--- src/rtl/anc_pkg.sv ---
package anc_pkg;

  localparam int OPW = 5;
  localparam int PSW = 3;

  typedef enum logic [OPW-1:0] {
    OP_NOP   = 5'd0,
    OP_MOVI  = 5'd1,
    OP_MOVPA = 5'd2,
    OP_MOVAP = 5'd3,
    OP_MOVPP = 5'd4,
    OP_SAV   = 5'd5,
    OP_SWP   = 5'd6,
    OP_NEG   = 5'd7,
    OP_JMP   = 5'd8,
    OP_JEZ   = 5'd9,
    OP_JNZ   = 5'd10,
    OP_JGZ   = 5'd11,
    OP_JLZ   = 5'd12,
    OP_JRO   = 5'd13,
    OP_ADDI  = 5'd14,
    OP_ADDP  = 5'd15,
    OP_SUBI  = 5'd16,
    OP_SUBP  = 5'd17
  } op_e;

  typedef enum logic [1:0] {
    ST_IDLE,
    ST_FETCH,
    ST_EXEC,
    ST_PORT
  } st_e;

  function automatic logic is_port_read(input op_e op);
    return (op == OP_MOVPA) || (op == OP_MOVPP) || (op == OP_ADDP) || (op == OP_SUBP);
  endfunction

endpackage

--- src/rtl/anc_progmem.sv ---
module anc_progmem #(
  parameter int AW = 4,
  parameter int IW = 22
) (
  input  logic          clk,
  input  logic          we,
  input  logic [AW-1:0] waddr,
  input  logic [IW-1:0] wdata,
  input  logic [AW-1:0] raddr,
  output logic [IW-1:0] rdata
);
  localparam int DEPTH = 1 << AW;

  logic [IW-1:0] mem [DEPTH];

  // Single write port, registered read: maps onto a block RAM.
  always_ff @(posedge clk) begin
    if (we) begin
      mem[waddr] <= wdata;
    end
    rdata <= mem[raddr];
  end
endmodule

--- src/rtl/anc_alu.sv ---
module anc_alu
  import anc_pkg::*;
#(
  parameter int DW  = 11,
  parameter int SAT = 999
) (
  input  op_e                 op,
  input  logic signed [DW-1:0] a,
  input  logic signed [DW-1:0] b,
  output logic signed [DW-1:0] y
);
  localparam int EW = DW + 2;
  localparam logic signed [EW-1:0] HI = EW'(SAT);
  localparam logic signed [EW-1:0] LO = -HI;

  logic signed [EW-1:0] ax, bx, r;

  always_comb begin
    ax = {{2{a[DW-1]}}, a};
    bx = {{2{b[DW-1]}}, b};
    case (op)
      OP_MOVI, OP_MOVPA: r = bx;
      OP_ADDI, OP_ADDP:  r = ax + bx;
      OP_SUBI, OP_SUBP:  r = ax - bx;
      OP_NEG:            r = -ax;
      default:           r = ax;
    endcase
    if (r > HI) begin
      y = HI[DW-1:0];
    end else if (r < LO) begin
      y = LO[DW-1:0];
    end else begin
      y = r[DW-1:0];
    end
  end
endmodule

--- src/rtl/anc_branch.sv ---
module anc_branch
  import anc_pkg::*;
#(
  parameter int AW = 4,
  parameter int DW = 11
) (
  input  op_e                  op,
  input  logic [AW-1:0]        pc,
  input  logic signed [DW-1:0] acc,
  input  logic signed [DW-1:0] imm,
  input  logic [AW:0]          len,
  output logic [AW-1:0]        seq_pc,
  output logic [AW-1:0]        next_pc
);
  localparam int EW = DW + 2;

  logic [AW:0]          pc_inc;
  logic signed [EW-1:0] pcx, immx, lastx, tgt;
  logic [AW-1:0]        rel_pc;
  logic                 taken;

  always_comb begin
    pc_inc = {1'b0, pc} + 1'b1;
    seq_pc = (pc_inc >= len) ? '0 : pc_inc[AW-1:0];

    pcx   = $signed({{(EW-AW){1'b0}}, pc});
    immx  = {{2{imm[DW-1]}}, imm};
    lastx = $signed({{(EW-AW-1){1'b0}}, len}) - 1;
    tgt   = pcx + immx;
    if (tgt < 0) begin
      rel_pc = '0;
    end else if (tgt > lastx) begin
      rel_pc = lastx[AW-1:0];
    end else begin
      rel_pc = tgt[AW-1:0];
    end

    case (op)
      OP_JMP:  taken = 1'b1;
      OP_JEZ:  taken = (acc == 0);
      OP_JNZ:  taken = (acc != 0);
      OP_JGZ:  taken = (acc > 0);
      OP_JLZ:  taken = (acc < 0);
      default: taken = 1'b0;
    endcase

    if (op == OP_JRO) begin
      next_pc = rel_pc;
    end else if (taken) begin
      next_pc = imm[AW-1:0];
    end else begin
      next_pc = seq_pc;
    end
  end
endmodule

--- src/rtl/acc_node_core.sv ---
module acc_node_core
  import anc_pkg::*;
#(
  parameter int AW  = 4,
  parameter int DW  = 11,
  parameter int SAT = 999
) (
  input  logic                         clk,
  input  logic                         rst,
  input  logic                         run,
  input  logic                         ld_we,
  input  logic [AW-1:0]                ld_addr,
  input  logic [OPW+2*PSW+DW-1:0]      ld_instr,
  input  logic                         ld_len_we,
  input  logic [AW:0]                  ld_len,
  output logic                         preq_valid,
  output logic                         preq_write,
  output logic [PSW-1:0]               preq_port,
  output logic signed [DW-1:0]         preq_data,
  input  logic                         presp_done,
  input  logic signed [DW-1:0]         presp_data,
  output logic signed [DW-1:0]         acc_o,
  output logic [AW-1:0]                pc_o
);
  localparam int DEPTH = 1 << AW;
  localparam int IW    = OPW + 2 * PSW + DW;
  localparam logic [AW:0] LEN_MAX = (AW + 1)'(DEPTH);

  st_e                  st_q;
  logic [AW-1:0]        pc_q;
  logic signed [DW-1:0] acc_q, bak_q;
  logic [AW:0]          len_q;
  op_e                  cur_op;
  logic [PSW-1:0]       cur_dst;

  logic [IW-1:0]        mem_q;
  op_e                  dec_op;
  logic [PSW-1:0]       dec_src, dec_dst;
  logic signed [DW-1:0] dec_imm;

  op_e                  alu_op;
  logic signed [DW-1:0] alu_b, alu_y;
  logic [AW-1:0]        br_seq, br_next;

  // Program length survives reset, like the store itself.
  always_ff @(posedge clk) begin
    if (ld_len_we) begin
      len_q <= (ld_len > LEN_MAX) ? LEN_MAX : ld_len;
    end
  end

  anc_progmem #(.AW(AW), .IW(IW)) u_mem (
    .clk   (clk),
    .we    (ld_we),
    .waddr (ld_addr),
    .wdata (ld_instr),
    .raddr (pc_q),
    .rdata (mem_q)
  );

  always_comb begin
    dec_op  = op_e'(mem_q[IW-1 -: OPW]);
    dec_src = mem_q[DW+2*PSW-1 -: PSW];
    dec_dst = mem_q[DW+PSW-1 -: PSW];
    dec_imm = mem_q[DW-1:0];
    alu_op  = (st_q == ST_PORT) ? cur_op : dec_op;
    alu_b   = (st_q == ST_PORT) ? presp_data : dec_imm;
  end

  anc_alu #(.DW(DW), .SAT(SAT)) u_alu (
    .op (alu_op),
    .a  (acc_q),
    .b  (alu_b),
    .y  (alu_y)
  );

  anc_branch #(.AW(AW), .DW(DW)) u_br (
    .op      (dec_op),
    .pc      (pc_q),
    .acc     (acc_q),
    .imm     (dec_imm),
    .len     (len_q),
    .seq_pc  (br_seq),
    .next_pc (br_next)
  );

  always_ff @(posedge clk) begin
    if (rst) begin
      st_q       <= ST_IDLE;
      pc_q       <= '0;
      acc_q      <= '0;
      bak_q      <= '0;
      preq_valid <= 1'b0;
      preq_write <= 1'b0;
      preq_port  <= '0;
      preq_data  <= '0;
      cur_op     <= OP_NOP;
      cur_dst    <= '0;
    end else begin
      case (st_q)
        ST_IDLE: begin
          if (run && (len_q != '0)) begin
            st_q <= ST_FETCH;
          end
        end
        ST_FETCH: begin
          if (!run || (len_q == '0)) begin
            st_q <= ST_IDLE;
          end else if ({1'b0, pc_q} >= len_q) begin
            pc_q <= '0;
          end else begin
            st_q <= ST_EXEC;
          end
        end
        ST_EXEC: begin
          cur_op  <= dec_op;
          cur_dst <= dec_dst;
          if (is_port_read(dec_op)) begin
            preq_valid <= 1'b1;
            preq_write <= 1'b0;
            preq_port  <= dec_src;
            st_q       <= ST_PORT;
          end else if (dec_op == OP_MOVAP) begin
            preq_valid <= 1'b1;
            preq_write <= 1'b1;
            preq_port  <= dec_dst;
            preq_data  <= acc_q;
            st_q       <= ST_PORT;
          end else begin
            case (dec_op)
              OP_MOVI, OP_ADDI, OP_SUBI, OP_NEG: acc_q <= alu_y;
              OP_SAV: bak_q <= acc_q;
              OP_SWP: begin
                acc_q <= bak_q;
                bak_q <= acc_q;
              end
              default: ;
            endcase
            pc_q <= br_next;
            st_q <= ST_FETCH;
          end
        end
        ST_PORT: begin
          if (presp_done) begin
            if (!preq_write && (cur_op == OP_MOVPP)) begin
              preq_write <= 1'b1;
              preq_port  <= cur_dst;
              preq_data  <= presp_data;
            end else begin
              if (!preq_write) begin
                acc_q <= alu_y;
              end
              preq_valid <= 1'b0;
              pc_q       <= br_seq;
              st_q       <= ST_FETCH;
            end
          end
        end
        default: st_q <= ST_IDLE;
      endcase
    end
  end

  assign acc_o = acc_q;
  assign pc_o  = pc_q;
endmodule

--- config.mk ---
export PLATFORM = sky130hd
export DESIGN_NAME = acc_node_core
export DESIGN_NICKNAME = d
export VERILOG_FILES = /design/src/rtl/anc_pkg.sv /design/src/rtl/anc_progmem.sv /design/src/rtl/anc_alu.sv /design/src/rtl/anc_branch.sv /design/src/rtl/acc_node_core.sv
export SDC_FILE = /design/constraint.sdc
export NUM_CORES = 1
export LEC_CHECK = 0
export BUFFER_PORTS_ARGS = -buffer_cell sky130_fd_sc_hd__buf_2
export CAP_MARGIN = 20
export CORE_MARGIN = 10
export CORE_UTILIZATION = 61
export CTS_CLUSTER_DIAMETER = 150
export DETAILED_ROUTE_END_ITERATION = 8
export HOLD_SLACK_MARGIN = 0.05
export PLACE_DENSITY_LB_ADDON = 0.05
export SLEW_MARGIN = 30
export SYNTH_ARGS = -nofsm -noshare
export SYNTH_HDL_FRONTEND = slang
export SYNTH_HIERARCHICAL = 1
export SYNTH_SLANG_ARGS = --single-unit
--- constraint.sdc ---
create_clock -name clk -period 4.7 [get_ports clk]
set_input_delay 0.94 -clock clk [delete_from_list [all_inputs] [get_ports clk]]
set_output_delay 0.94 -clock clk [all_outputs]
set_load 0.05 [all_outputs]
==> results.yml <==
floorplanning:
  rows: 66
  boundaryPins: 79
  fp.coreArea_sq_um: 32500
  die_h_um: 201
  die_area_sq_um: 40500
  die_w_um: 201
  start_util_pct: 61.7
synthesis:
  syn_nets: 1479
  synth_top_area_share_pct: 53.5
  synth.area.top_cells: "edfxtp_1 54%, mux4_2 9.9%, dfxtp_1 7.4%"
  synth_top_cell_by_area: "edfxtp_1"
  async_reset_ff_share_pct: 0
  ys_seq_elements: 431
  synth_edf_count: 357
  ys_warn_count: 6
  synth_flop_cell: "edfxtp_1"
  synth_most_common_cell: "edfxtp_1"
  synth_cell_type_count: 102
  syn_area_per_cell_sq_um: 14.6
  synth_common_cells: "357 x edfxtp_1, 92 x nor2_1, 88 x mux4_2"
  netlist_area_sq_um: 20000
  syn_inst: 1373
  ys_seq_area_share_pct: 60.9
critical_path:
  max_stage_delay_ps: 520
  cp.depth: 15
  critPathMaxFanout: 14
  path_buf_inv: 2
  cp_top_family: "simple AND/OR/NAND/NOR gates"
  worstSetupPathType: "reg -> reg"
  r2r_cells: 15
  crit_arrival_ps: 4780
  required_ps: 5100
  crit_slowest_cell: "or4_1"
  cp_cell_sequence: "ha_2 > buf_4 > o21ai_0 > inv_1 > ha_1 > nor3b_1 > a211o_1 > or4_1 > and4_1 > nor3_1 > a31oi_4 > a41oi_1 > nand4_1 > mux2i_1 > a211oi_1"
  start_kind: "register"
  critPathCaptureType: "register"
placed_design:
  placed_area_sq_um: 21100
  dp_hpwl_mm: 31.4
  io_buffers: 78
  dpl_worst_slack_ps: 183
  gp_congestion: 0.889
global_route:
  grt_pass1_wl_mm: 74.3
  first_global_vias: 12400
  grt-ovfl-total: 0
  grtUsageTotal_pct: 23.8
  antenna_found_initial: 2
  grt_max_degree: 58
clocking:
  cts_tree: "built"
  root_buffer: "clkbuf_16"
  path_clk_slew_ps: 70
  cts_max_level: 2
  clock_path_buffers: 3
  numCtsBuffers: 44
  cts.sinks: 431
  insertion_delay_ps: 560
drt:
  vias_per_cell: 6.31
  drt_first_pass_iters: 5
  vias: 12400
  final_antenna_net_count: 0
  wl_per_cell_um: 24.7
  first_iter_violations: 1188
  drc: 0
  wl_mm: 48.6
layout:
  area_growth_pct: 12.4
  antenna_cells: 0
  nets: 1595
  layout-drive-gt1-share_pct: 23.8
  finish.utilization_pct: 69.4
  fin_area_sq_um: 22500
pwr:
  leakage_nw: 7.88
  vdd_drop_max_v: 0.000356
  powerDensity_nw_per_um2: 432
run:
  cap_violations: 0
sta:
  setup_violations: 0
  slew_violations: 0
  rsz0062_at_grt: "false"
  skew_ps: 17.1
  fin_ws_ps: 314
  period_needed_ps: 4390
  setup_tns_ps: 0
  relSlewSlack_pct: 35.6
  finalCritPeriodShare_pct: 93.3
  tightest_slew_ps: 965
  timing.fmax_mhz: 228
  hold_viol: 0
hold_path:
  min_path_type: "reg -> reg"
  worstHoldPathCells: 2
outcome:
  status: "finished, final reports clean"
registers in the layout, indices dropped and copies added, names as in the netlist:
| register | flops |
|---|---|
| u_mem/mem | 352 |
| u_mem/rdata | 22 |
| acc_o | 11 |
| bak_q | 11 |
| preq_data | 11 |
| cur_op | 5 |
| len_q | 5 |
| pc_o | 4 |
| cur_dst | 3 |
| preq_port | 3 |
| st_q | 2 |
| preq_valid | 1 |
| preq_write | 1 |
routing by layer:
layer | GRT usage, % | vias up | routed length [um]
met5 | 0 | - | 18
met4 | 6.74 | 2 | 1200
met3 | 4.76 | 84 | 3310
met2 | 39.4 | 449 | 23900
met1 | 31.4 | 6234 | 20200
li1 | - | 5638 | -
what timing repair did:
action,in CTS,in global routing
gates resized for setup,0,3
hold buffers,0,0
setup buffers,0,0
endpoints found under the setup margin,0,9
kinds of logic after synthesis:
family | Yosys count | share of synthesized area [%]
flip-flops | 431 | 60.9
AND/OR/NAND/NOR | 302 | 7.91
AO/OA/AOI/OAI | 278 | 10.8
buffers and inverters | 147 | 3.41
multiplexers | 133 | 12.2
adder cells (fa/ha/maj) | 58 | 3.74
XOR/XNOR | 24 | 1.05
layout make-up:
| class | instances | area, sq um |
|---|---|---|
| clock buffer | 60 | 1220 |
| tap | 442 | 553 |
| clock inverter | 20 | 129 |
| timing repair buffer | 138 | 880 |
| inverter | 79 | 297 |
| fill | 2200 | 9940 |
| multi-input combinational | 795 | 7220 |
| sequential | 431 | 12200 |
power breakdown:
group | internal [W] | switching [W]
combinational | 0.000841 | 0.00122
sequential | 0.00427 | 0.000129
clock | 0.00188 | 0.00138
total | 0.00698 | 0.00273
worst reg2reg max path, stage by stage (launching register included):
cell,delay [ps]
dfxtp_1,340
ha_2,280
buf_4,200
o21ai_0,410
inv_1,90
ha_1,440
nor3b_1,120
a211o_1,290
or4_1,520
and4_1,220
nor3_1,390
a31oi_4,160
a41oi_1,340
nand4_1,160
mux2i_1,160
a211oi_1,100
worst paths after layout:
| path | from | end | slack (ps) |
|---|---|---|---|
| worst max-delay path | st_q[0] | acc_o[0] | 310 |
| worst min-delay path | preq_port[1] | preq_port[1] | 490 |
| worst max register to register | st_q[0] | acc_o[0] | 310 |
| worst min register to register | preq_port[1] | preq_port[1] | 490 |
placed cells by master (no fill, tap or decap), drive strengths merged, types with 39 or more instances in the layout:
master | netlist | routed
inv | 78 | 78
clkbuf | 26 | 60
mux2i | 39 | 39
mux4 | 88 | 88
a22oi | 46 | 46
nor2 | 92 | 92
buf | 42 | 138
o21ai | 51 | 51
edfxtp | 357 | 357
ha | 55 | 55
nand2 | 61 | 61
dfxtp | 74 | 74
through the flow:
step / total power [W] / hold WS, ps / instances
3_5_place_dp: 0.00651 / 475 / 1884
3_3_place_gp: 0.00648 / 471 / 1882
2_1_floorplan: 0.00590 / 454 / 1373
6_report: 0.00971 / 492 / 1965
4_1_cts: 0.00976 / 490 / 1964
5_1_grt: 0.0101 / 514 / 1965
No activity file was read; power rests on OpenSTA's default activity.
